===== config.mk =====
export PLATFORM = sky130hd
export DESIGN_NAME = uart_chm_router
export DESIGN_NICKNAME = d
export VERILOG_FILES = /design/src/rtl/uart_chm_pkg.sv /design/src/rtl/uart_chm_ctrl.sv /design/src/rtl/uart_chm_route.sv /design/src/rtl/uart_chm_router.sv
export SDC_FILE = /design/constraint.sdc
export NUM_CORES = 1
export LEC_CHECK = 0
export BUFFER_PORTS_ARGS = -buffer_cell sky130_fd_sc_hd__clkbuf_2
export CORE_ASPECT_RATIO = 1.2
export CORE_MARGIN = 3
export CORE_UTILIZATION = 35
export CTS_CLUSTER_SIZE = 14
export DETAILED_ROUTE_END_ITERATION = 6
export PLACE_DENSITY = 0.78
export SLEW_MARGIN = 20
export SYNTH_ARGS = -nofsm -noshare
export SYNTH_HDL_FRONTEND = slang
export SYNTH_SLANG_ARGS = --single-unit

===== constraint.sdc =====
create_clock -name clk -period 1.2 [get_ports clk]
set_clock_uncertainty 0.2 [all_clocks]
set_input_delay 0.06 -clock clk [delete_from_list [all_inputs] [get_ports clk]]
set_output_delay 0.06 -clock clk [all_outputs]
set_load 0.005 [all_outputs]

===== src/rtl/uart_chm_pkg.sv =====
package uart_chm_pkg;

    localparam int CTRL_W = 9;

    // control bit positions; the routing logic decodes these
    localparam int B_RX_FLUSH = 0;
    localparam int B_TX_FLUSH = 1;
    localparam int B_RX_EN    = 2;
    localparam int B_RX_DIS   = 3;
    localparam int B_TX_EN    = 4;
    localparam int B_TX_DIS   = 5;

    localparam logic [CTRL_W-1:0] CTRL_RESET = 9'h128;

    typedef enum logic [1:0] {
        CHM_NORMAL = 2'd0,
        CHM_ECHO   = 2'd1,
        CHM_LOCAL  = 2'd2,
        CHM_REMOTE = 2'd3
    } chm_mode_e;

    // decoded per-mode routes
    typedef struct packed {
        logic ser_to_rx;
        logic ser_to_tx;
        logic host_to_rx;
        logic host_to_tx;
    } route_t;

    function automatic route_t mode_route(input chm_mode_e m);
        route_t r;
        r.ser_to_rx  = (m == CHM_NORMAL) || (m == CHM_ECHO);
        r.ser_to_tx  = (m == CHM_ECHO)   || (m == CHM_REMOTE);
        r.host_to_rx = (m == CHM_LOCAL);
        r.host_to_tx = (m == CHM_NORMAL);
        return r;
    endfunction

endpackage


===== src/rtl/uart_chm_ctrl.sv =====
module uart_chm_ctrl
    import uart_chm_pkg::*;
(
    input  logic              clk,
    input  logic              rst_n,
    input  logic              wr,
    input  logic [CTRL_W-1:0] wdata,
    output logic [CTRL_W-1:0] ctrl_q,
    output logic              rx_active,
    output logic              tx_active,
    output logic              rx_flush_q,
    output logic              tx_flush_q
);

    typedef struct packed {
        logic [CTRL_W-1:0] ctrl;
        logic              rx_flush;
        logic              tx_flush;
    } cst_t;

    cst_t st_d, st_q;

    always_comb begin
        st_d          = st_q;
        st_d.rx_flush = 1'b0;
        st_d.tx_flush = 1'b0;
        if (wr) begin
            st_d.ctrl             = wdata;
            st_d.ctrl[B_RX_FLUSH] = 1'b0;
            st_d.ctrl[B_TX_FLUSH] = 1'b0;
            st_d.rx_flush         = wdata[B_RX_FLUSH];
            st_d.tx_flush         = wdata[B_TX_FLUSH];
        end
    end

    always_ff @(posedge clk) begin
        if (!rst_n) begin
            st_q.ctrl     <= CTRL_RESET;
            st_q.rx_flush <= 1'b0;
            st_q.tx_flush <= 1'b0;
        end else begin
            st_q <= st_d;
        end
    end

    assign ctrl_q     = st_q.ctrl;
    assign rx_flush_q = st_q.rx_flush;
    assign tx_flush_q = st_q.tx_flush;
    assign rx_active  = st_q.ctrl[B_RX_EN] && !st_q.ctrl[B_RX_DIS];
    assign tx_active  = st_q.ctrl[B_TX_EN] && !st_q.ctrl[B_TX_DIS];

endmodule


===== src/rtl/uart_chm_route.sv =====
module uart_chm_route
    import uart_chm_pkg::*;
#(
    parameter int DATA_W = 8,
    parameter int DEPTH  = 64,
    parameter int LVL_W  = $clog2(DEPTH + 1)
) (
    input  logic [1:0]        mode,
    input  logic              rx_active,
    input  logic              tx_active,
    input  logic              ser_vld,
    input  logic [DATA_W-1:0] ser_byte,
    input  logic              brk,
    input  logic              host_wr,
    input  logic [DATA_W-1:0] host_wdata,
    input  logic [LVL_W-1:0]  rx_level,
    input  logic [LVL_W-1:0]  tx_level,
    output logic              rx_go,
    output logic [DATA_W-1:0] rx_data,
    output logic              tx_go,
    output logic [DATA_W-1:0] tx_data,
    output logic              ovr,
    output logic              ser_ready
);

    localparam logic [LVL_W-1:0] FULL_LVL = LVL_W'(DEPTH);

    route_t rt;
    logic   rx_full, tx_full;
    logic   rx_req, tx_req;

    always_comb begin
        rt      = mode_route(chm_mode_e'(mode));
        rx_full = (rx_level >= FULL_LVL);
        tx_full = (tx_level >= FULL_LVL);

        // RX source priority: break, then serial byte, then loopback write
        rx_req  = 1'b1;
        rx_data = '0;
        if (brk) begin
            rx_data = '0;
        end else if (ser_vld && rt.ser_to_rx) begin
            rx_data = ser_byte;
        end else if (host_wr && rt.host_to_rx) begin
            rx_data = host_wdata;
        end else begin
            rx_req = 1'b0;
        end

        tx_req  = 1'b1;
        tx_data = '0;
        if (ser_vld && rt.ser_to_tx) begin
            tx_data = ser_byte;
        end else if (host_wr && rt.host_to_tx) begin
            tx_data = host_wdata;
        end else begin
            tx_req = 1'b0;
        end

        rx_go = rx_req && rx_active && !rx_full;
        tx_go = tx_req && tx_active && !tx_full;
        ovr   = (rx_req && rx_active && rx_full) ||
                (tx_req && tx_active && tx_full);

        ser_ready = !(rt.ser_to_rx && rx_full) && !(rt.ser_to_tx && tx_full);
    end

endmodule


===== src/rtl/uart_chm_router.sv =====
module uart_chm_router
    import uart_chm_pkg::*;
#(
    parameter int DATA_W = 8,
    parameter int DEPTH  = 64,
    localparam int LVL_W = $clog2(DEPTH + 1)
) (
    input  logic              clk,
    input  logic              rst_n,
    input  logic [1:0]        chan_mode,
    input  logic              ctrl_wr,
    input  logic [CTRL_W-1:0] ctrl_wdata,
    output logic [CTRL_W-1:0] ctrl_rdata,
    input  logic              rx_byte_vld,
    input  logic [DATA_W-1:0] rx_byte,
    input  logic              rx_break,
    input  logic              host_wr,
    input  logic [DATA_W-1:0] host_wdata,
    input  logic              host_rd,
    output logic [DATA_W-1:0] host_rdata,
    input  logic [LVL_W-1:0]  rx_level,
    input  logic [LVL_W-1:0]  tx_level,
    input  logic [DATA_W-1:0] rx_head,
    output logic              rx_push,
    output logic [DATA_W-1:0] rx_push_data,
    output logic              tx_push,
    output logic [DATA_W-1:0] tx_push_data,
    output logic              rx_pop,
    output logic              rx_flush,
    output logic              tx_flush,
    output logic              ovr_evt,
    output logic              rx_ready
);

    typedef struct packed {
        logic              rx_push;
        logic [DATA_W-1:0] rx_data;
        logic              tx_push;
        logic [DATA_W-1:0] tx_data;
        logic              pop;
        logic [DATA_W-1:0] rdata;
        logic              ovr;
    } ost_t;

    logic              rx_active, tx_active;
    logic              rx_go, tx_go, ovr_c;
    logic [DATA_W-1:0] rx_data_c, tx_data_c;

    ost_t st_d, st_q;

    uart_chm_ctrl u_ctrl (
        .clk        (clk),
        .rst_n      (rst_n),
        .wr         (ctrl_wr),
        .wdata      (ctrl_wdata),
        .ctrl_q     (ctrl_rdata),
        .rx_active  (rx_active),
        .tx_active  (tx_active),
        .rx_flush_q (rx_flush),
        .tx_flush_q (tx_flush)
    );

    uart_chm_route #(
        .DATA_W (DATA_W),
        .DEPTH  (DEPTH),
        .LVL_W  (LVL_W)
    ) u_route (
        .mode       (chan_mode),
        .rx_active  (rx_active),
        .tx_active  (tx_active),
        .ser_vld    (rx_byte_vld),
        .ser_byte   (rx_byte),
        .brk        (rx_break),
        .host_wr    (host_wr),
        .host_wdata (host_wdata),
        .rx_level   (rx_level),
        .tx_level   (tx_level),
        .rx_go      (rx_go),
        .rx_data    (rx_data_c),
        .tx_go      (tx_go),
        .tx_data    (tx_data_c),
        .ovr        (ovr_c),
        .ser_ready  (rx_ready)
    );

    always_comb begin
        st_d         = st_q;
        st_d.rx_push = rx_go;
        st_d.rx_data = rx_data_c;
        st_d.tx_push = tx_go;
        st_d.tx_data = tx_data_c;
        st_d.ovr     = ovr_c;
        st_d.pop     = 1'b0;
        if (host_rd) begin
            if (rx_active && (rx_level != '0)) begin
                st_d.pop   = 1'b1;
                st_d.rdata = rx_head;
            end else begin
                st_d.rdata = '0;
            end
        end
    end

    always_ff @(posedge clk) begin
        if (!rst_n) begin
            st_q <= '0;
        end else begin
            st_q <= st_d;
        end
    end

    assign rx_push      = st_q.rx_push;
    assign rx_push_data = st_q.rx_data;
    assign tx_push      = st_q.tx_push;
    assign tx_push_data = st_q.tx_data;
    assign rx_pop       = st_q.pop;
    assign host_rdata   = st_q.rdata;
    assign ovr_evt      = st_q.ovr;

endmodule


Word level (Yosys, flattened, before mapping). Cells that the tools add are included.

Memories: 0. Latch bits: 0. ROM bits: 0. Bits in registers: 37. RAM bits: 0. Logic and storage cells: 57.

Multipliers: 0. Bitwise logic cells: 1. Magnitude comparators: 2. Multiplexer cells: 11. Div/mod/pow operators: 0. Reductions and logical operators: 30. Shifts and indexed selects: 0. Add/subtract/negate cells: 0. Equality and inequality tests: 3.

Operator list (count): $mux 8 (5); $logic_and 1x1->1 (16); $ge 7x7->1 const B (2); $reduce_bool 7->1 (1); $logic_not 1->1 (6); $mux 1 (6); $eq 2x2->1 const B (2); $reduce_and 2->1 (2); $logic_or 1x1->1 (3); $eq 2x1->1 const B (1); $logic_not 2->1 (1); $reduce_or 2->1 (1); $not 1->1 (1).

Depth between registers and ports, before layout.
Word-level depth: 8. Gate-level depth with buffers: 4. Mapped depth without buffers: 3.

Modules after synthesis. A second synthesis with hierarchy kept.

Cell total of the unflattened synthesis: 152. Area total of the unflattened synthesis: 1487.7 sq um.

Modules (own cells, without submodules): uart_chm_router (area each 798.3 sq um, cells an instance 63, sequential area each 560.5 sq um, times used 1); uart_chm_route (area each 345.3 sq um, cells an instance 58, sequential area each 0.0 sq um, times used 1); uart_chm_ctrl (area each 344.1 sq um, cells an instance 31, sequential area each 180.2 sq um, times used 1).

Worst setup path before layout. OpenSTA, ideal clock, no wires.

Path kind: register -> register. From: register u_ctrl.st_q (netlist bit u_ctrl.ctrl_q[2]). To: register st_q (netlist bit host_rdata[0]). Clock period less this slack: 1244 ps. Path buffers: 0. Slack: -44 ps. Required time: 940 ps. Arrival time: 984 ps. Cell stages (with the launch flop): 4. Cells stage by stage: dfxtp_1 -> nand3b_4 -> a211oi_4 -> a22o_1.

Word-level cells in the longest chain between the ends: 3.

RTL lines: start, declared (RTL line uart_chm_ctrl.sv:21) `cst_t st_d, st_q;`; start signal, assigned (RTL line uart_chm_ctrl.sv:42) `st_q <= st_d;`; $logic_and 1x1->1 (RTL line uart_chm_ctrl.sv:49) `assign rx_active = st_q.ctrl[B_RX_EN] && !st_q.ctrl[B_RX_DIS];`; $logic_and 1x1->1 (RTL line uart_chm_router.sv:95) `if (rx_active && (rx_level != '0)) begin`; $mux 8 (RTL line uart_chm_router.sv:95); end signal, assigned (RTL line uart_chm_router.sv:108) `st_q <= st_d;`; end, declared (RTL line uart_chm_router.sv:49) `ost_t st_d, st_q;`.

Every way passes these cells. A chain may end at the register's enable or synchronous reset.

Worst setup path after layout.
From: register u_ctrl.st_q (netlist bit u_ctrl.ctrl_q[3]). To: register st_q (netlist bit host_rdata[2]).

Word-level cells in the longest chain between the ends: 4.

RTL lines (RTL line): $logic_not 1->1 (uart_chm_ctrl.sv:49); $logic_and 1x1->1 (uart_chm_ctrl.sv:49); $logic_and 1x1->1 (uart_chm_router.sv:95); $mux 8 (uart_chm_router.sv:95).

Every way passes these cells.

==> run summary <==
HPWL Detailed = 2770 µm
worst slew pin tran = 532 ps
overall power = 2.78 mW
YS warnings = 0
Cell variety after synth = 28
DRT iter0 DRCs = 74
worst hold path class = in2reg
Util after Layout = 0.653
Vias per Instance = 4.63
GRT busiest layer = met2
Worst Path Required = 1230 ps
most frequent cells in the layout = clkbuf_2, dlygate4sd3_1, dfxtp_1
dpl cells = 263
status = finished with violations
leakage power = 1.17 nW
Die Height = 74.4 µm
fmax = 806 MHz
vias in the first global route = 1442
GR Layer Usage met3 = 0.0529
Worst Path Arrival = 1270 ps
Syn Std Cell Area = 1370 µm²
most common cell after layout, fill and taps aside = clkbuf_2
final period utilization = 1.03
synthesis-to-finish area growth = 76.6%
IO buf count = 87
RSZ-0062 raised after global routing = yes
Final Hold Viols = 3
Placed Area = 1880 µm²
critical path endpoint category = flip-flop
#FFs+latches synth = 37
Worst-Skew Late Latency = 280 ps
CTS H-tree depth = 2
CTS Root Cell = clkbuf_8
antenna-violating nets left = 0
failing checks = hold timing, setup timing
Worst-path clk slew = 70 ps
Worst setup SP type = flip-flop
Hold WS = -40.1 ps
CTS tree = done
GRT Total Usage = 0.187
setup total negative slack = -149 ps
crit path kind = reg2reg
Final Max Tran Viols = 0
Die W = 63.0 µm
drt total wl = 4380 µm
Clock Tree Buf Depth = 2
IR drop worst, VDD = 0.752 mV
I/O pin count = 96
drc violations = 0
drt wl/cell = 14.0 µm
core area = 3690 µm²
power per standard cell area = 1150 nW/µm²
Die Footprint = 4690 µm²
share of cells above drive strength 1 = 0.437
routability cong. = 0.721
Tmin final = 1240 ps
Synth Instances = 125
Final Cell Area = 2410 µm²
register area share after synthesis = 0.542
largest net degree at the start of global routing = 13
row count = 24
Filler cells = 302
final worst setup slack = -40.9 ps
worst-path fanout max = 4
Final Non-Filler Cells = 313
Max Cap Viol = 0
NumNets Final = 316
dpl ws = -90.0 ps
final setup fails = 7
initial antenna violation count = 0
global-route wire length before repair = 6660 µm
syn_area_per_cell = 10.9 µm²
Sink Count = 37
gr ovfl total = 0
via count = 1450
Antenna Cells = 0
hold-fix buffers at CTS = 40
Initial Util = 0.370
First-pass DRT Iterations = 4
global routing usage on met1 = 0.199
TritonCTS Buffers = 5
met2 Use GR = 0.342
worst relative slew slack = 0.645
==> layout make-up <==
type | instances | area (µm²) | area share
multi-input combinational | 77 | 568 | 0.235
tap | 52 | 65.1 | 0.0270
timing repair buffer | 137 | 910 | 0.377
clock buffer | 6 | 82.6 | 0.0342
clock inverter | 2 | 37.5 | 0.0156
inverter | 2 | 7.51 | 0.00311
sequential | 37 | 743 | 0.308
==> report_power, final <==
part | leakage, nW | switching, mW | internal [mW]
clock | 0.0574 | 0.422 | 0.675
sequential | 0.301 | 0.0158 | 1.26
combinational | 0.809 | 0.164 | 0.237
==> kinds of logic after synthesis <==
kind of cell	synth area share
and+or+nand+nor	0.190
DFF	0.542
other	0.00274
buffers and inverters	0.0449
muxes	0.0513
AOI/OAI and AO/OA	0.169
==> Yosys cell counts <==
cell type | instances | area share
buf_2 | 4 | 0.015
and2_1 | 1 | 0.0046
mux2i_1 | 7 | 0.051
nand2_1 | 4 | 0.011
conb_1 | 1 | 0.0027
and4b_1 | 1 | 0.0073
a22oi_1 | 16 | 0.088
nor3_1 | 2 | 0.0073
buf_1 | 2 | 0.0055
clkbuf_1 | 1 | 0.0027
nor4_2 | 1 | 0.0092
nand3b_4 | 1 | 0.015
o31ai_1 | 1 | 0.0055
and3b_1 | 1 | 0.0064
or2b_1 | 1 | 0.0055
nor4_1 | 1 | 0.0046
dfxtp_1 | 37 | 0.54
buf_4 | 3 | 0.016
nor2_1 | 9 | 0.025
a211oi_4 | 1 | 0.015
a2bb2oi_1 | 1 | 0.0064
nor3_2 | 1 | 0.0073
a22o_1 | 8 | 0.051
nor3b_4 | 1 | 0.014
and3_1 | 2 | 0.0092
o21ai_0 | 1 | 0.0037
inv_1 | 2 | 0.0055
nor2b_1 | 14 | 0.064
==> worst max-delay path, cell delays in order, from the launching register on <==
cell and delay [ps]:
dfxtp_2 320, nand3b_4 160, a211oi_4 190, buf_2 180, a22o_1 120
==> timing repair <==
action / CTS / global route
buffers inserted: 1 / 1
hold endpoints to repair: 37 / 3
setup endpoints to repair: 8 / 13
resized for setup: 1 / 3
pin swaps: 1 / 2
cloned: 0 / 1
==> flip-flops by register name (all words and copies together), names as in the netlist <==
signal             count
rx_push                1
rx_push_data           8
tx_push_data           8
rx_pop                 1
host_rdata             8
ovr_evt                1
u_ctrl.tx_flush_q      1
u_ctrl.ctrl_q          7
tx_push                1
u_ctrl.rx_flush_q      1
==> final timing paths <==
check | endpoint | startpoint | cells after the start | slack (ps)
worst min register to register | tx_push | u_ctrl.ctrl_q[4] | 2 | 280
worst max register to register | host_rdata[2] | u_ctrl.ctrl_q[3] | 4 | -40
worst min-delay path | rx_pop | host_rd | 4 | -40
worst max-delay path | host_rdata[2] | u_ctrl.ctrl_q[3] | 4 | -40
==> metal layers <==
| layer | vias up | routed length, µm |
|---|---|---|
| met4 | 0 | 93 |
| met1 | 667 | 1710 |
| met2 | 65 | 2300 |
| met5 | - | 0 |
| met3 | 8 | 272 |
| li1 | 710 | - |
No activity file was read; power rests on OpenSTA's default activity.
